--- src/rtl/dma_trigger_queue_pkg.sv ---
package dma_trigger_queue_pkg;

    typedef enum logic [2:0] {
        CFG_EVT_SET = 3'd0,
        CFG_MAP     = 3'd1,
        CFG_QSEL    = 3'd2,
        CFG_PSET_WR = 3'd3,
        CFG_THR     = 3'd4,
        CFG_ERR_CLR = 3'd5,
        CFG_HWM_CLR = 3'd6,
        CFG_NOP     = 3'd7
    } cfg_op_e;

    typedef enum logic {
        DSP_IDLE  = 1'b0,
        DSP_ISSUE = 1'b1
    } dsp_state_e;

endpackage

--- src/rtl/dma_trigger_queue_cfg.sv ---
module dma_trigger_queue_cfg
    import dma_trigger_queue_pkg::*;
#(
    parameter int NUM_CH   = 64,
    parameter int NUM_QCH  = 8,
    parameter int NUM_PSET = 512,
    parameter int Q_DEPTH  = 16,
    parameter int NUM_Q    = 2,
    parameter int DATA_W   = 16,
    localparam int NUM_TOT = NUM_CH + NUM_QCH,
    localparam int CH_W    = $clog2(NUM_TOT),
    localparam int PSET_W  = $clog2(NUM_PSET),
    localparam int LVL_W   = $clog2(Q_DEPTH + 1),
    localparam int QI_W    = (NUM_Q > 1) ? $clog2(NUM_Q) : 1
) (
    input  logic                               clk,
    input  logic                               rst_n,
    input  logic                               cfg_wr,
    input  logic [2:0]                         cfg_sel,
    input  logic [CH_W-1:0]                    cfg_idx,
    input  logic [DATA_W-1:0]                  cfg_data,
    output logic [NUM_TOT-1:0][PSET_W-1:0]     chan_map,
    output logic [NUM_TOT-1:0][QI_W-1:0]       chan_q,
    output logic [NUM_Q-1:0][LVL_W-1:0]        q_thr
);

    cfg_op_e op;
    assign op = cfg_op_e'(cfg_sel);

    // channel tables: parameter-set index and target queue
    always_ff @(posedge clk or negedge rst_n) begin
        if (!rst_n) begin
            for (int i = 0; i < NUM_TOT; i++) begin
                chan_map[i] <= PSET_W'(i);
                chan_q[i]   <= '0;
            end
        end else if (cfg_wr) begin
            for (int i = 0; i < NUM_TOT; i++) begin
                if (cfg_idx == CH_W'(i)) begin
                    if (op == CFG_MAP)  chan_map[i] <= cfg_data[PSET_W-1:0];
                    if (op == CFG_QSEL) chan_q[i]   <= cfg_data[QI_W-1:0];
                end
            end
        end
    end

    // per-queue occupancy thresholds
    always_ff @(posedge clk or negedge rst_n) begin
        if (!rst_n) begin
            for (int j = 0; j < NUM_Q; j++) q_thr[j] <= LVL_W'(Q_DEPTH);
        end else if (cfg_wr && op == CFG_THR) begin
            for (int j = 0; j < NUM_Q; j++)
                if (cfg_idx == CH_W'(j)) q_thr[j] <= cfg_data[LVL_W-1:0];
        end
    end

endmodule

--- src/rtl/dma_trigger_queue_trig.sv ---
module dma_trigger_queue_trig
    import dma_trigger_queue_pkg::*;
#(
    parameter int NUM_CH   = 64,
    parameter int NUM_QCH  = 8,
    parameter int NUM_PSET = 512,
    parameter int DATA_W   = 16,
    localparam int NUM_TOT = NUM_CH + NUM_QCH,
    localparam int CH_W    = $clog2(NUM_TOT),
    localparam int DCH_W   = $clog2(NUM_CH),
    localparam int PSET_W  = $clog2(NUM_PSET)
) (
    input  logic                           clk,
    input  logic                           rst_n,
    input  logic [NUM_CH-1:0]              hw_evt,
    input  logic                           cfg_wr,
    input  logic [2:0]                     cfg_sel,
    input  logic [CH_W-1:0]                cfg_idx,
    input  logic [DATA_W-1:0]              cfg_data,
    input  logic                           done_valid,
    input  logic [DCH_W-1:0]               done_ch,
    input  logic                           done_chain,
    input  logic [NUM_TOT-1:0][PSET_W-1:0] chan_map,
    input  logic                           take_vld,
    input  logic [CH_W-1:0]                take_ch,
    input  logic                           drop_vld,
    input  logic [CH_W-1:0]                drop_ch,
    output logic [NUM_TOT-1:0]             pend,
    output logic [NUM_TOT-1:0]             miss
);

    cfg_op_e op;
    logic [NUM_TOT-1:0] start_v, take_v, drop_v, clr_v;

    assign op = cfg_op_e'(cfg_sel);

    always_comb begin
        start_v = '0;
        take_v  = '0;
        drop_v  = '0;
        clr_v   = '0;
        for (int i = 0; i < NUM_TOT; i++) begin
            if (cfg_wr && op == CFG_EVT_SET && cfg_idx == CH_W'(i)) start_v[i] = 1'b1;
            if (cfg_wr && op == CFG_ERR_CLR && cfg_idx == CH_W'(i)) clr_v[i]   = 1'b1;
            if (take_vld && take_ch == CH_W'(i)) take_v[i] = 1'b1;
            if (drop_vld && drop_ch == CH_W'(i)) drop_v[i] = 1'b1;
        end
        // normal channels: hardware line and chained completion
        for (int i = 0; i < NUM_CH; i++) begin
            if (hw_evt[i]) start_v[i] = 1'b1;
            if (done_valid && done_chain && done_ch == DCH_W'(i)) start_v[i] = 1'b1;
        end
        // quick channels: write to the parameter set they point at
        for (int k = 0; k < NUM_QCH; k++) begin
            if (cfg_wr && op == CFG_PSET_WR &&
                chan_map[NUM_CH+k] == cfg_data[PSET_W-1:0])
                start_v[NUM_CH+k] = 1'b1;
        end
    end

    always_ff @(posedge clk or negedge rst_n) begin
        if (!rst_n) begin
            pend <= '0;
            miss <= '0;
        end else begin
            pend <= (pend & ~take_v) | start_v;
            miss <= (miss & ~clr_v) | (start_v & pend & ~take_v) | drop_v;
        end
    end

endmodule

--- src/rtl/dma_trigger_queue_disp.sv ---
module dma_trigger_queue_disp
    import dma_trigger_queue_pkg::*;
#(
    parameter int NUM_CH   = 64,
    parameter int NUM_QCH  = 8,
    parameter int NUM_PSET = 512,
    parameter int NUM_Q    = 2,
    localparam int NUM_TOT = NUM_CH + NUM_QCH,
    localparam int CH_W    = $clog2(NUM_TOT),
    localparam int PSET_W  = $clog2(NUM_PSET),
    localparam int QI_W    = (NUM_Q > 1) ? $clog2(NUM_Q) : 1,
    localparam int ENT_W   = CH_W + PSET_W
) (
    input  logic                           clk,
    input  logic                           rst_n,
    input  logic [NUM_TOT-1:0]             pend,
    input  logic [NUM_TOT-1:0][PSET_W-1:0] chan_map,
    input  logic [NUM_TOT-1:0][QI_W-1:0]   chan_q,
    input  logic [NUM_Q-1:0]               q_full,
    output logic                           take_vld,
    output logic [CH_W-1:0]                take_ch,
    output logic                           drop_vld,
    output logic [CH_W-1:0]                drop_ch,
    output logic [NUM_Q-1:0]               push,
    output logic [ENT_W-1:0]               push_data
);

    dsp_state_e          state, state_n;
    logic                win_any;
    logic [CH_W-1:0]     win_ch;
    logic [CH_W-1:0]     cur_ch;
    logic [PSET_W-1:0]   cur_pset;
    logic [QI_W-1:0]     cur_q;

    // lowest pending channel wins
    always_comb begin
        win_any = 1'b0;
        win_ch  = '0;
        for (int i = NUM_TOT - 1; i >= 0; i--) begin
            if (pend[i]) begin
                win_any = 1'b1;
                win_ch  = CH_W'(i);
            end
        end
    end

    // state register
    always_ff @(posedge clk or negedge rst_n) begin
        if (!rst_n) state <= DSP_IDLE;
        else        state <= state_n;
    end

    // transitions
    always_comb begin
        state_n = state;
        unique case (state)
            DSP_IDLE:  if (win_any) state_n = DSP_ISSUE;
            DSP_ISSUE: state_n = DSP_IDLE;
        endcase
    end

    // outputs
    always_comb begin
        take_vld  = 1'b0;
        take_ch   = win_ch;
        drop_vld  = 1'b0;
        drop_ch   = cur_ch;
        push      = '0;
        push_data = {cur_ch, cur_pset};
        unique case (state)
            DSP_IDLE:  take_vld = win_any;
            DSP_ISSUE: begin
                for (int q = 0; q < NUM_Q; q++)
                    if (cur_q == QI_W'(q) && !q_full[q]) push[q] = 1'b1;
                drop_vld = q_full[cur_q];
            end
        endcase
    end

    // table lookup captured when a channel is taken
    always_ff @(posedge clk or negedge rst_n) begin
        if (!rst_n) begin
            cur_ch   <= '0;
            cur_pset <= '0;
            cur_q    <= '0;
        end else if (take_vld) begin
            cur_ch   <= win_ch;
            cur_pset <= chan_map[win_ch];
            cur_q    <= chan_q[win_ch];
        end
    end

endmodule

--- src/rtl/dma_trigger_queue_fifo.sv ---
module dma_trigger_queue_fifo #(
    parameter int DEPTH  = 16,
    parameter int ENT_W  = 16,
    localparam int AW    = (DEPTH > 1) ? $clog2(DEPTH) : 1,
    localparam int LVL_W = $clog2(DEPTH + 1)
) (
    input  logic             clk,
    input  logic             rst_n,
    input  logic             push,
    input  logic [ENT_W-1:0] push_data,
    input  logic             ready,
    input  logic [LVL_W-1:0] thr,
    input  logic             hwm_clr,
    output logic             valid,
    output logic [ENT_W-1:0] head,
    output logic [LVL_W-1:0] level,
    output logic             full,
    output logic [LVL_W-1:0] hwm,
    output logic             over
);

    logic [DEPTH-1:0][ENT_W-1:0] mem;
    logic [AW-1:0]               wr_ptr, rd_ptr;
    logic                        do_push, do_pop;

    assign valid   = (level != '0);
    assign full    = (level == LVL_W'(DEPTH));
    assign head    = mem[rd_ptr];
    assign over    = (level >= thr);
    assign do_push = push && !full;
    assign do_pop  = valid && ready;

    always_ff @(posedge clk or negedge rst_n) begin
        if (!rst_n) begin
            mem <= '0;
        end else if (do_push) begin
            mem[wr_ptr] <= push_data;
        end
    end

    always_ff @(posedge clk or negedge rst_n) begin
        if (!rst_n) begin
            wr_ptr <= '0;
            rd_ptr <= '0;
            level  <= '0;
        end else begin
            if (do_push) wr_ptr <= (wr_ptr == AW'(DEPTH - 1)) ? '0 : wr_ptr + 1'b1;
            if (do_pop)  rd_ptr <= (rd_ptr == AW'(DEPTH - 1)) ? '0 : rd_ptr + 1'b1;
            level <= level + LVL_W'(do_push) - LVL_W'(do_pop);
        end
    end

    always_ff @(posedge clk or negedge rst_n) begin
        if (!rst_n)              hwm <= '0;
        else if (hwm_clr)        hwm <= level;
        else if (level > hwm)    hwm <= level;
    end

endmodule

--- src/rtl/dma_trigger_queue.sv ---
module dma_trigger_queue
    import dma_trigger_queue_pkg::*;
#(
    parameter int NUM_CH   = 64,
    parameter int NUM_QCH  = 8,
    parameter int NUM_PSET = 512,
    parameter int Q_DEPTH  = 16,
    parameter int NUM_Q    = 2,
    parameter int DATA_W   = 16,
    localparam int NUM_TOT = NUM_CH + NUM_QCH,
    localparam int CH_W    = $clog2(NUM_TOT),
    localparam int DCH_W   = $clog2(NUM_CH),
    localparam int PSET_W  = $clog2(NUM_PSET),
    localparam int LVL_W   = $clog2(Q_DEPTH + 1),
    localparam int QI_W    = (NUM_Q > 1) ? $clog2(NUM_Q) : 1,
    localparam int ENT_W   = CH_W + PSET_W
) (
    input  logic                         clk,
    input  logic                         rst_n,
    input  logic [NUM_CH-1:0]            hw_evt,
    input  logic                         cfg_wr,
    input  logic [2:0]                   cfg_sel,
    input  logic [CH_W-1:0]              cfg_idx,
    input  logic [DATA_W-1:0]            cfg_data,
    input  logic                         done_valid,
    input  logic [DCH_W-1:0]             done_ch,
    input  logic                         done_chain,
    output logic [NUM_Q-1:0]             q_valid,
    input  logic [NUM_Q-1:0]             q_ready,
    output logic [NUM_Q-1:0][PSET_W-1:0] q_pset,
    output logic [NUM_Q-1:0][CH_W-1:0]   q_chan,
    output logic [NUM_Q-1:0][LVL_W-1:0]  q_level,
    output logic [NUM_Q-1:0][LVL_W-1:0]  q_hwm,
    output logic [NUM_Q-1:0]             q_over,
    output logic [NUM_TOT-1:0]           miss_err,
    output logic                         irq_done,
    output logic                         irq_err
);

    logic [NUM_TOT-1:0][PSET_W-1:0] chan_map;
    logic [NUM_TOT-1:0][QI_W-1:0]   chan_q;
    logic [NUM_Q-1:0][LVL_W-1:0]    q_thr;
    logic [NUM_TOT-1:0]             pend;
    logic                           take_vld, drop_vld;
    logic [CH_W-1:0]                take_ch, drop_ch;
    logic [NUM_Q-1:0]               q_push, q_full;
    logic [ENT_W-1:0]               push_data;

    dma_trigger_queue_cfg #(
        .NUM_CH(NUM_CH), .NUM_QCH(NUM_QCH), .NUM_PSET(NUM_PSET),
        .Q_DEPTH(Q_DEPTH), .NUM_Q(NUM_Q), .DATA_W(DATA_W)
    ) u_cfg (
        .clk(clk), .rst_n(rst_n),
        .cfg_wr(cfg_wr), .cfg_sel(cfg_sel), .cfg_idx(cfg_idx), .cfg_data(cfg_data),
        .chan_map(chan_map), .chan_q(chan_q), .q_thr(q_thr)
    );

    dma_trigger_queue_trig #(
        .NUM_CH(NUM_CH), .NUM_QCH(NUM_QCH), .NUM_PSET(NUM_PSET), .DATA_W(DATA_W)
    ) u_trig (
        .clk(clk), .rst_n(rst_n), .hw_evt(hw_evt),
        .cfg_wr(cfg_wr), .cfg_sel(cfg_sel), .cfg_idx(cfg_idx), .cfg_data(cfg_data),
        .done_valid(done_valid), .done_ch(done_ch), .done_chain(done_chain),
        .chan_map(chan_map),
        .take_vld(take_vld), .take_ch(take_ch),
        .drop_vld(drop_vld), .drop_ch(drop_ch),
        .pend(pend), .miss(miss_err)
    );

    dma_trigger_queue_disp #(
        .NUM_CH(NUM_CH), .NUM_QCH(NUM_QCH), .NUM_PSET(NUM_PSET), .NUM_Q(NUM_Q)
    ) u_disp (
        .clk(clk), .rst_n(rst_n), .pend(pend),
        .chan_map(chan_map), .chan_q(chan_q), .q_full(q_full),
        .take_vld(take_vld), .take_ch(take_ch),
        .drop_vld(drop_vld), .drop_ch(drop_ch),
        .push(q_push), .push_data(push_data)
    );

    for (genvar g = 0; g < NUM_Q; g++) begin : g_queue
        logic             hwm_clr;
        logic [ENT_W-1:0] head;

        assign hwm_clr = cfg_wr && (cfg_op_e'(cfg_sel) == CFG_HWM_CLR) &&
                         (cfg_idx == CH_W'(g));

        dma_trigger_queue_fifo #(
            .DEPTH(Q_DEPTH), .ENT_W(ENT_W)
        ) u_fifo (
            .clk(clk), .rst_n(rst_n),
            .push(q_push[g]), .push_data(push_data),
            .ready(q_ready[g]), .thr(q_thr[g]), .hwm_clr(hwm_clr),
            .valid(q_valid[g]), .head(head), .level(q_level[g]),
            .full(q_full[g]), .hwm(q_hwm[g]), .over(q_over[g])
        );

        assign q_chan[g] = head[ENT_W-1:PSET_W];
        assign q_pset[g] = head[PSET_W-1:0];
    end

    always_ff @(posedge clk or negedge rst_n) begin
        if (!rst_n) irq_done <= 1'b0;
        else        irq_done <= done_valid;
    end

    assign irq_err = |miss_err;

endmodule

--- config.mk ---
export PLATFORM = sky130hd
export DESIGN_NAME = dma_trigger_queue
export DESIGN_NICKNAME = d
export VERILOG_FILES = /design/src/rtl/dma_trigger_queue_pkg.sv /design/src/rtl/dma_trigger_queue_cfg.sv /design/src/rtl/dma_trigger_queue_trig.sv /design/src/rtl/dma_trigger_queue_disp.sv /design/src/rtl/dma_trigger_queue_fifo.sv /design/src/rtl/dma_trigger_queue.sv
export SDC_FILE = /design/constraint.sdc
export NUM_CORES = 2
export LEC_CHECK = 0
export BUFFER_PORTS_ARGS = -buffer_cell sky130_fd_sc_hd__buf_4
export CAP_MARGIN = 20
export CORE_MARGIN = 1.5
export CORE_UTILIZATION = 38
export DETAILED_ROUTE_END_ITERATION = 10
export GPL_TIMING_DRIVEN = 0
export HOLD_SLACK_MARGIN = 0.08
export PLACE_DENSITY = 0.62
export RECOVER_POWER = 100
export SLEW_MARGIN = 5
export SYNTH_ARGS = -nofsm -noshare
export SYNTH_HDL_FRONTEND = slang
export SYNTH_SLANG_ARGS = --single-unit
--- constraint.sdc ---
create_clock -name clk -period 4.8 [get_ports clk]
set_clock_uncertainty 0.1 [all_clocks]
set_input_delay 0.72 -clock clk [delete_from_list [all_inputs] [get_ports clk]]
set_output_delay 0.72 -clock clk [all_outputs]
set_load 0.03 [all_outputs]
* After elaboration in Yosys (flattened, before gate mapping)
Cells that the tools add are included.
** Word-level totals
- Flip-flop bits (word level) :: 1441
- Latch bits :: 0
- Bits in writable memories :: 0
- Bits in read-only memories :: 0
- Input port bits :: 103
- Output and inout bits :: 130
- Word-level logic and storage cells :: 1653
- Memories :: 0
** Cells by class
- Add/sub/neg operators :: 8
- Multiply operators :: 0
- Div/mod/pow operators :: 0
- Magnitude comparators :: 12
- Equality and inequality tests :: 296
- Shift-type cells :: 0
- Mux-type cells :: 599
- Bitwise gates (word level) :: 11
- Reduce and logical (&&, ||, !) cells :: 534
** Operators by type and width (number)
- 7-bit by 6-bit equality test with 1-bit output, second input constant :: 96
- 256-bit bitwise mux :: 2
- 1-bit two-way mux :: 504
- 7-bit two-way mux :: 72
- 3-bit AND reduction :: 144
- 1-bit logical AND :: 376
- 7-bit by 5-bit equality test with 1-bit output, second input constant :: 48
- 72-bit AND :: 4
- 72-bit OR :: 3
- 6-bit equality test, second input constant :: 32
- 7-bit by 4-bit equality test with 1-bit output, second input constant :: 24
- 7-bit equality test, second input constant :: 24
- 72-bit inverter :: 2
- 16-bit binary-select mux with 4-bit select :: 2
- 16-bit demux with 4-bit select :: 2
- 6-bit by 5-bit equality test with 1-bit output, second input constant :: 16
- 7-bit by 3-bit equality test with 1-bit output, second input constant :: 12
- 9-bit equality test :: 8
- 72-bit OR reduction :: 1
- 16-bit two-way mux :: 4
- 9-bit binary-select mux with 7-bit select :: 1
- 6-bit by 4-bit equality test with 1-bit output, second input constant :: 8
- 7-bit by 2-bit equality test with 1-bit output, second input constant :: 6
- 6-bit by 3-bit equality test with 1-bit output, second input constant :: 4
- other kinds (31) :: 65

* Depth between registers and ports, before layout
- Word-level depth :: 79
- Depth in mapped cells :: 16

* By module
Synthesis repeated with hierarchy kept, for this count alone.
** Unflattened totals
- Cells, all modules :: 6182
- Area total of the unflattened synthesis :: 72908.7 sq um
** By module, submodules not included
- dma_trigger_queue_cfg :: times used 1, cells an instance 1765, area an instance 28678.8 sq um, sequential area each 18535.3 sq um
- dma_trigger_queue_fifo at g_queue[1].u_fifo :: times used 1, cells an instance 907, area an instance 13699.4 sq um, sequential area each 6856.6 sq um
- dma_trigger_queue_fifo at g_queue[0].u_fifo :: times used 1, cells an instance 907, area an instance 13475.4 sq um, sequential area each 6856.6 sq um
- dma_trigger_queue_disp :: times used 1, cells an instance 1616, area an instance 8503.2 sq um, sequential area each 450.4 sq um
- dma_trigger_queue_trig :: times used 1, cells an instance 955, area an instance 8323.0 sq um, sequential area each 3603.5 sq um
- dma_trigger_queue :: times used 1, cells an instance 32, area an instance 229.0 sq um, sequential area each 25.0 sq um

* Worst setup path after synthesis
No wires, ideal clock.
- Path type :: register to register
- From :: reg u_trig.pend[9]
- To :: reg u_disp.cur_pset[2]
- Setup time :: 0.131 ns
- Data arrival time :: 3.360 ns
- Required time :: 4.569 ns
- Slack :: 1.209 ns
- Stages on the path, launching flop included :: 14
- Path through :: dfrtp_1 -> or4_1 -> a211o_1 -> or4_4 -> a21oi_2 -> a21o_1 -> buf_4 -> buf_6 -> buf_6 -> mux2i_1 -> o22ai_1 -> o41ai_2 -> nand4_1 -> or3_1
** On the way
- Cells in the longest elaborated chain, start to end :: 12
- Elaborated cells on any way between the ends :: 23
- Those cells by class :: 23 x mux
** Ends and longest elaborated chain
- from (decl) :: RTL line dma_trigger_queue_trig.sv:28 : output logic [NUM_TOT-1:0] pend,
- from (signal assigned) :: RTL line dma_trigger_queue_trig.sv:66 : pend <= (pend & ~take_v) | start_v;
- 7-bit two-way mux (10 in series) :: RTL line dma_trigger_queue_disp.sv:40 : if (pend[i]) begin
- 9-bit binary-select mux with 7-bit select :: RTL line dma_trigger_queue_disp.sv:88 : cur_pset <= chan_map[win_ch];
- 9-bit two-way mux (not written as such) :: RTL line dma_trigger_queue_disp.sv:88
- to (signal assigned) :: RTL line dma_trigger_queue_disp.sv:88
- to (decl) :: RTL line dma_trigger_queue_disp.sv:32 : logic [PSET_W-1:0] cur_pset;
Several ways; a longest one is shown, not always the timed one. The select of a mux whose other input is x is not followed.
A chain may end at the register's enable or synchronous reset.

* Worst setup path in the final report
- From :: reg u_trig.pend[21]
- To :: reg u_disp.cur_pset[1]
** On the way
- Cells in the longest elaborated chain, start to end :: 24
- Elaborated cells on any way between the ends :: 47
- Those cells by class :: 47 x mux
** Ends and longest elaborated chain (RTL line)
- 7-bit two-way mux (22 in series) :: dma_trigger_queue_disp.sv:40
- 9-bit binary-select mux with 7-bit select :: dma_trigger_queue_disp.sv:88
- 9-bit two-way mux (not written as such) :: dma_trigger_queue_disp.sv:88
Several ways; a longest one is shown, not always the timed one. The select of a mux whose other input is x is not followed.

==> results.py <==
metrics = {
    "run_status": {
        "status": "finished, violations left",
        "failed_checks": "max-capacitance violations, max-slew violations, negative setup slack",
    },
    "logic_synthesis": {
        "synth-async-reset-ratio_pct": 100,
        "synth_edf_count": 0,
        "avgSynthCellArea_sq_um": 12.1,
        "synth_commonest_cells": "dfrtp_1 (1227), mux2_2 (1203), nand2_1 (652)",
        "synth.most_common_cell": "dfrtp_1",
        "synth.area.top_cells": "dfrtp_1 (45%), mux2_2 (20%), dfstp_2 (8.2%)",
        "yosysWarnings": 0,
        "synth-main-ff-cell": "dfrtp_1",
        "yosysSeqAreaShare_pct": 52.7,
        "syn_area_sq_um": 69000,
        "netlist_instances": 5711,
        "synth_cell_types": 67,
        "syn-num-nets": 5858,
        "synth_top_area_share_pct": 44.5,
        "synth_top_area_cell": "dfrtp_1",
        "ys_seq_elements": 1441,
    },
    "worst_setup_path": {
        "worst_r2r_path_depth": 13,
        "critPathMaxFanout": 9,
        "path_buf_inv": 3,
        "critical_path.slowest_cell": "or4_1",
        "arrival_ns": 5.51,
        "required_ns": 5.39,
        "slowest_delay_ns": 0.69,
        "path_cells": "or4_1 -> a2111oi_2 -> a21boi_4 -> a31o_2 -> buf_4 -> nand2_1 -> clkbuf_1 -> buf_8 -> o22ai_1 -> nor3_1 -> a21oi_2 -> nor3_1 -> a31oi_1",
        "r2r_setup_slack_ns": -0.13,
        "rr_startpoint": "u_trig.pend[21]",
        "cpLargestDelayFamily": "compound AO/OA/AOI/OAI gates",
        "end_kind": "flop",
        "path_class": "reg -> reg",
        "startpoint_type": "flop",
        "rr_endpoint": "u_disp.cur_pset[1]",
        "cpMostUsedCell": "nor3_1",
    },
    "floorplan": {
        "start_util_pct": 38.2,
        "chipWidth_um": 429,
        "core_area_sq_um": 181000,
        "num_rows": 156,
        "io_pins": 233,
        "fp.dieH_um": 429,
        "dieArea_sq_um": 184000,
    },
    "global_routing": {
        "grt_usage_pct": 30.0,
        "antenna_found_initial": 22,
        "grt_pass1_wl_um": 395000,
        "grt_pass1_vias": 53100,
        "grt_max_degree": 174,
        "grt_overflow": 0,
    },
    "timing": {
        "maxSlewHeadroom_pct": -59.7,
        "max_freq_mhz": 203,
        "slew_viol_final": 390,
        "final-hold-violation-count": 0,
        "rsz0062_at_grt": "true",
        "setup_violations": 7,
        "tightest_slew_ns": 2.39,
        "layout_min_cycle_time_ns": 4.93,
        "finalWorstSetupSlack_ns": -0.127,
        "fin_crit_sh_pct": 103,
    },
    "finish": {
        "multi_input_comb_area_sq_um": 31000,
        "fill_cells": 16700,
        "nets": 6360,
        "final_layout_size_suffix_gt1_share_pct": 33.1,
        "areaGrowthSynthToFinish_pct": 16.9,
        "final_area_sq_um": 80700,
        "seq_area_sq_um": 36300,
    },
    "worst_hold_path": {
        "hold_class": "in -> reg",
        "whs_path_depth": 3,
        "hold_path_end": "g_queue[0].u_fifo.rd_ptr[0]",
        "min_from": "q_ready[0]",
    },
    "route": {
        "vias": 53500,
        "drt_iter0_drc": 6327,
        "drtPass1Iterations": 8,
        "routed_wl_um": 281000,
        "detail_route.wl_per_cell_um": 32.2,
        "via_per_inst": 6.12,
        "ant_nets": 0,
        "drc": 0,
    },
    "placement": {
        "gp_congestion": 1.02,
        "dpl.hpwl_um": 200000,
        "placed_area_sq_um": 74500,
        "portBuffers": 212,
    },
    "clocking": {
        "clock_latency_ns": 0.84,
        "cts_tree": "done",
        "cts-root-buf": "clkbuf_16",
        "cts_buffers": 159,
        "clock_sinks": 1441,
        "clk_pin_slew_ns": 0.06,
        "max-clock-path-buffers": 3,
        "htree_levels": 4,
    },
    "job": {
        "max_cap_violations": 9,
    },
    "pwr": {
        "leakagePower_nw": 35.5,
        "p_total_w": 0.0317,
        "peakVddDrop_v": 0.000304,
        "power_per_cell_area_nw_per_um2": 393,
    },
}
## final cells by class
class	count	area share [%]
Inverter	55	0.256
Multi-Input combinational cell	3809	38.4
Tap cell	2370	3.68
Antenna cell	10	0.0310
Buffer	403	2.56
Clock inverter	50	0.883
Sequential cell	1441	45.0
Clock buffer	247	5.83
Timing Repair Buffer	344	3.34
## worst reg2reg max path, cell delays in order, from the launching register on
cell and delay (ns):
dfrtp_1 0.46, or4_1 0.69, a2111oi_2 0.62, a21boi_4 0.39
a31o_2 0.20, buf_4 0.35, nand2_1 0.26, clkbuf_1 0.34
buf_8 0.26, o22ai_1 0.13, nor3_1 0.09, a21oi_2 0.39
nor3_1 0.15, a31oi_1 0.34
## worst max-delay path by stage
stage / from / to / slack [ns] / depth (start not counted)
floorplan: u_trig.pend[9] / u_disp.cur_pset[2] / 1.21 / 13
global placement: rst_n / u_cfg.chan_map[296] / -14.90 / 1
detailed placement: u_trig.pend[21] / u_disp.cur_pset[4] / -1.59 / 12
CTS: u_trig.pend[9] / u_disp.cur_pset[5] / -0.16 / 15
global route: u_trig.pend[11] / u_disp.cur_pset[5] / -0.03 / 15
finish: u_trig.pend[21] / u_disp.cur_pset[1] / -0.13 / 13
## placed cells by master (no fill, tap or decap), types with 23 or more instances in the layout
master            n
nand2b_1         23
and3_1           23
clkbuf_8         34
nand3_1         111
clkbuf_1        445
mux4_2          112
clkbuf_16       162
mux2_2         1201
o22ai_1         156
a21oi_1         170
buf_8            28
o21ai_0         290
ha_1             42
dfstp_2         214
mux2i_1         250
buf_6            25
dlygate4sd3_1    66
o221ai_1         75
nor4_1           68
nand2_1         649
inv_1            55
clkbuf_2         23
buf_4           144
nand4_1          32
xnor2_1          67
dfrtp_1        1226
nor2_1          223
## through the flow
stage	TNS, ns	hold WS [ns]	cells	utilization, %	worst slack, ns
after detailed placement	-12.02	0.367	8350	41.3	-1.59
after floorplan	0	0.324	5711	-	1.21
final	-0.559	0.369	8729	44.7	-0.127
after global placement	-	0.356	8293	40.7	-14.90
after global routing	-0.0602	0.369	8724	44.7	-0.0343
after CTS	-0.268	0.367	8712	44.8	-0.158
## per-layer routing
metal | wire (um) | share of wire (%) | GRT usage [%] | vias to the layer above
met5 | 140 | 0.050 | 0 | -
met4 | 23800 | 8.5 | 20.9 | 16
met3 | 28100 | 10 | 8.89 | 1016
met2 | 124000 | 44 | 45.4 | 3062
met1 | 105000 | 37 | 36.7 | 27600
li1 | - | - | - | 21800
## timing repair
action,CTS,global route
buffers inserted,1,2
resized for setup,102,76
hold endpoints to repair,175,0
setup endpoints to repair,41,14
hold buffers,66,0
pin swaps,2,11
## report_power, final
part	leakage, nW	switching [W]	internal [W]
Combinational	14.4	0.00391	0.00208
Clock	2.65	0.00532	0.00752
Sequential	18.5	0.000312	0.0125
## flip-flops by register name, indices dropped and copies added (netlist names), 7 cells and up
signal,flops
g_queue.u_fifo.hwm,10
g_queue.u_fifo.level,10
g_queue.u_fifo.mem,512
g_queue.u_fifo.rd_ptr,8
g_queue.u_fifo.wr_ptr,8
u_cfg.chan_map,648
u_cfg.chan_q,72
u_cfg.q_thr,10
u_disp.cur_pset,9
u_disp.drop_ch,7
u_trig.miss,72
u_trig.pend,72
## cell families (layout without fill, tap and decap cells)
family | after synthesis | count (layout) | synth area share [%]
XOR/XNOR | 85 | 85 | 1.08
adder cells (fa/ha/maj) | 44 | 44 | 0.820
buffers and inverters | 461 | 1099 | 2.84
AO/OA/AOI/OAI | 858 | 858 | 7.62
flip-flops | 1441 | 1441 | 52.7
AND/OR/NAND/NOR | 1251 | 1251 | 7.97
other | 0 | 10 | 0
multiplexers | 1571 | 1571 | 27.0
(Power assumes the default switching activity.)
